## src/rtl/rsel_intc.sv

```systemverilog
module rsel_intc #(
  parameter int N_SRC = 32,
  parameter int DEC_W = 12,
  parameter logic [7:0] ID0 = 8'h90,
  parameter logic [7:0] ID1 = 8'h11,
  parameter logic [7:0] ID2 = 8'h04,
  parameter logic [7:0] ID3 = 8'h00
) (
  input  logic             clk,
  input  logic             rst_n,
  input  logic [N_SRC-1:0] src_i,
  input  logic             bus_valid_i,
  input  logic             bus_write_i,
  input  logic [31:0]      bus_addr_i,
  input  logic [N_SRC-1:0] bus_wdata_i,
  output logic [N_SRC-1:0] bus_rdata_o,
  output logic             bus_err_o,
  output logic             irq_o,
  output logic             fiq_o
);
  localparam logic [DEC_W-1:0] OFS_NRM  = DEC_W'(12'h000);
  localparam logic [DEC_W-1:0] OFS_FST  = DEC_W'(12'h004);
  localparam logic [DEC_W-1:0] OFS_RAW  = DEC_W'(12'h008);
  localparam logic [DEC_W-1:0] OFS_RTE  = DEC_W'(12'h00C);
  localparam logic [DEC_W-1:0] OFS_ENS  = DEC_W'(12'h010);
  localparam logic [DEC_W-1:0] OFS_ENC  = DEC_W'(12'h014);
  localparam logic [DEC_W-1:0] OFS_NOP1 = DEC_W'(12'h10C);
  localparam logic [DEC_W-1:0] OFS_NOP2 = DEC_W'(12'h21C);
  localparam logic [DEC_W-1:0] OFS_ID0  = DEC_W'(12'hFE0);
  localparam logic [DEC_W-1:0] OFS_ID1  = DEC_W'(12'hFE4);
  localparam logic [DEC_W-1:0] OFS_ID2  = DEC_W'(12'hFE8);
  localparam logic [DEC_W-1:0] OFS_ID3  = DEC_W'(12'hFEC);

  logic [N_SRC-1:0] smp_q, en_q, rte_q;
  logic [N_SRC-1:0] nrm_st, fst_st, rd_val;
  logic             rd_hit, wr_hit;

  wire [DEC_W-1:0] ofs = bus_addr_i[DEC_W-1:0];
  wire rd = bus_valid_i & ~bus_write_i;
  wire wr = bus_valid_i &  bus_write_i;

  assign nrm_st = smp_q & en_q & ~rte_q;
  assign fst_st = smp_q & en_q &  rte_q;
  assign irq_o  = |nrm_st;
  assign fiq_o  = |fst_st;

  always_comb begin
    rd_hit = 1'b1;
    rd_val = '0;
    case (ofs)
      OFS_NRM: rd_val = nrm_st;
      OFS_FST: rd_val = fst_st;
      OFS_RAW: rd_val = smp_q;
      OFS_RTE: rd_val = rte_q;
      OFS_ENS: rd_val = en_q;
      OFS_ID0: rd_val = N_SRC'(ID0);
      OFS_ID1: rd_val = N_SRC'(ID1);
      OFS_ID2: rd_val = N_SRC'(ID2);
      OFS_ID3: rd_val = N_SRC'(ID3);
      default: rd_hit = 1'b0;
    endcase
  end

  always_comb begin
    case (ofs)
      OFS_FST, OFS_RTE, OFS_ENS, OFS_ENC, OFS_NOP1, OFS_NOP2: wr_hit = 1'b1;
      default: wr_hit = 1'b0;
    endcase
  end

  always_ff @(posedge clk) begin
    if (!rst_n) begin
      smp_q       <= '0;
      en_q        <= '0;
      rte_q       <= '0;
      bus_rdata_o <= '0;
      bus_err_o   <= 1'b0;
    end else begin
      smp_q <= src_i;
      if (wr && ofs == OFS_RTE) rte_q <= bus_wdata_i;
      if (wr && ofs == OFS_ENS) en_q  <= en_q | bus_wdata_i;
      if (wr && ofs == OFS_ENC) en_q  <= en_q & ~bus_wdata_i;
      bus_rdata_o <= (rd && rd_hit) ? rd_val : '0;
      bus_err_o   <= (rd && !rd_hit) || (wr && !wr_hit);
    end
  end
endmodule

```

## config.mk

```make
export PLATFORM = sky130hd
export DESIGN_NAME = rsel_intc
export DESIGN_NICKNAME = d
export VERILOG_FILES = /design/src/rtl/rsel_intc.sv
export SDC_FILE = /design/constraint.sdc
export NUM_CORES = 1
export LEC_CHECK = 0
export ABC_AREA = 1
export BUFFER_PORTS_ARGS = -buffer_cell sky130_fd_sc_hd__buf_2
export CAP_MARGIN = 20
export CORE_MARGIN = 10
export CORE_UTILIZATION = 55
export DETAILED_ROUTE_END_ITERATION = 10
export GPL_TIMING_DRIVEN = 0
export PLACE_DENSITY = 0.93
export SETUP_SLACK_MARGIN = 0.1
export SYNTH_ARGS = -nofsm -noshare
export SYNTH_HDL_FRONTEND = slang
export SYNTH_SLANG_ARGS = --single-unit
export TNS_END_PERCENT = 1
```

## constraint.sdc

```tcl
create_clock -name clk -period 1.5 [get_ports clk]
set_input_delay 0.15 -clock clk [delete_from_list [all_inputs] [get_ports clk]]
set_output_delay 0.15 -clock clk [all_outputs]
set_load 0.02 [all_outputs]
```

==> impl_metrics.toml <==
[outcome]
status = "complete, but fails checks"
violations = "negative setup slack"

[floorplan]
dieArea_um2 = 15900
initial_core_util_pct = 56.5
die_width_um = 126
core_area_um2 = 10900
io_pins = 135
die_h_um = 126
row_count = 38

[global_route]
antenna_found_initial = 0
grt_first_pass_wirelength_um = 34500
track_usage_pct = 26.7
first_global_vias = 7126
overflow = 0
grt_max_degree = 17

[timing]
fin_crit_sh_pct = 122
worstMarginPinSlew_ns = 0.607
rsz0062_at_grt = "true"
slew_viol_final = 0
finalHoldViolations = 0
relSlewSlack_pct = 59.5
setup_viol = 2
fin_skew_ns = 0.00554
fmax_ghz = 0.546
period_minus_slack_ns = 1.83
finalWorstSetupSlack_ns = -0.333

[placement]
place_ws_ns = -0.371
io_buffers = 113
dp_hpwl_um = 14000
dp.cells = 1212
gp_congestion = 0.953

[pwr]
switchingPower_mw = 1.84
swShare_pct = 22.6
pwr-share-comb_pct = 5.0
pwr-share-seq_pct = 43.2
ir_worst_vdd_v = 0.000968
p_leak_nw = 3.88
powerDensity_nw_per_um2 = 1000
clockPowerShare_pct = 51.7
internal_power_mw = 6.31

[routing]
dr.pass1.iters = 9
drtAntennaViolNets = 0
wl_per_cell_um = 17.3
drc = 0
first_iter_violations = 1275
viasPerCell = 5.77
wl_um = 22100
vias = 7365

[job]
drv_cap = 0

[worst_setup_path]
cp.required_ns = 1.35
cpMostUsedCell = "nand3_1"
critPathBufInv = 2
crit_fanout = 4
cp_top_family = "simple AND/OR/NAND/NOR gates"
path_cells = "nand3_1 > inv_1 > nor4_2 > nand3_1 > buf_6"
critPathKind = "flop to output pin"
cp_slowest_stage_delay_ns = 0.35
cp.arrival_ns = 1.68
cp-end-kind = "output pin"
start_kind = "flop"
cpMaxStageDelayCell = "nor4_2"

[yosys]
yosysUniqueCellTypes = 25
async_flop_share_pct = 0
avgSynthCellArea_um2 = 6.44
synth-seq-cells = 129
synth-main-ff-cell = "dfxtp_1"
yosysSeqAreaShare_pct = 41.8
yosysWarnings = 0
synth_area_um2 = 6180
synth_area_leader_cell = "dfxtp_1"
synthTopCellsByCount = "nand2_1, inv_1, dfxtp_1"
synth_nets = 1059
syn_inst = 959
synth_top_area_share_pct = 41.8
yosysMostFrequentCell = "nand2_1"
synth_area_leaders = "dfxtp_1, nand2_1, inv_1"
synth-edff-count = 0

[final_layout]
drive_above_1_share_pct = 21.5
fill_cells = 775
layout.nets = 1225
insertedDiodeCount = 0
areaGrowthSynthToFinish_pct = 31.7
fin_cells = 1277

[cts]
h-tree-depth = 4
clock-root-buffer = "clkbuf_16"
clock_latency_ns = 0.43
cts_inserted_buffers = 17
cts_buffer_depth = 2
clkSinkCount = 129
cts_tree = "done"
path_clk_slew_ns = 0.06

[min_path]
hold_path_class = "input pin to flop"
final cells by class:
cell class,count,area (µm²),area share [%]
repair buffers,147,913,11.2
inverters,159,602,7.40
clock buffers,18,439,5.40
flip-flops and latches,129,2600,32.0
multi-input cells,631,2990,36.7
clock inverters,13,163,2.00
plain buffers,40,253,3.11
well taps,140,175,2.15
through the flow:
step	total power, mW	instance area [µm²]	TNS (ns)	hold slack [ns]	utilization (%)
after floorplan	3.72	6180	0	0.248	-
after global placement	3.89	6920	-21.42	0.329	63.3
after detailed placement	3.90	6920	-23.96	0.335	63.3
after CTS	8.11	8000	-0.498	0.00267	73.2
after global routing	8.34	8130	-0.754	0.0288	74.4
final	8.15	8130	-0.661	0.0112	74.4
per-layer routing:
metal	vias up	global-route usage [%]	share of wire (%)
met5	-	0	0
met4	0	16.6	6.4
met3	165	8.26	14
li1	3345	-	-
met1	3205	30.4	34
met2	650	42.7	46
power groups by stage:
stage | logic (mW) | clock network [mW] | registers (mW)
floorplan | 0.142 | 0 | 3.58
global placement | 0.308 | 0 | 3.59
detailed placement | 0.316 | 0 | 3.59
CTS | 0.389 | 4.20 | 3.52
global route | 0.452 | 4.36 | 3.53
finish | 0.409 | 4.22 | 3.52
worst paths after layout:
| path | start | to | slack (ns) | depth (start not counted) |
|---|---|---|---|---|
| worst min register to register | rte_q[26] | rte_q[26] | 0.48 | 2 |
| worst min-delay path | bus_wdata_i[9] | rte_q[9] | 0.01 | 3 |
| worst max register to register | rte_q[7] | bus_rdata_o[7] | 0.21 | 8 |
| worst max-delay path | flop | fiq_o | -0.33 | 5 |
cell families (layout without fill, tap and decap cells):
logic type | count (synthesis) | count (layout) | synth area share [%]
buf+inv | 199 | 377 | 13.0
compound gates | 161 | 161 | 13.1
flops | 129 | 129 | 41.8
simple gates | 470 | 470 | 32.1
placed cells by master, fill, tap and decap left out, drive strengths merged:
cell         count
a21oi           65
and2             1
buf            132
bufinv           3
clkbuf          41
clkinv           6
clkinvlp         3
dfxtp          129
dlygate4sd3     32
inv            160
nand2          240
nand3           92
nand3b           2
nand4            6
nor2           106
nor3            19
nor3b            1
nor4             2
o21ai           95
o22ai            1
or2              1
timing repair:
item,4_1_cts,5_1_grt
endpoints found under the hold margin,32,0
hold buffers,32,0
resized for setup,42,57
endpoints found under the setup margin,6,64
pin swaps,7,10
setup buffers,2,0
worst min-delay path: cells and delay by family:
| family | cells | cell delay [ns] |
|---|---|---|
| buffers and inverters | 1 | 0.09 |
| AO/OA/AOI/OAI | 2 | 0.16 |
No activity file was read; power rests on OpenSTA's default activity.
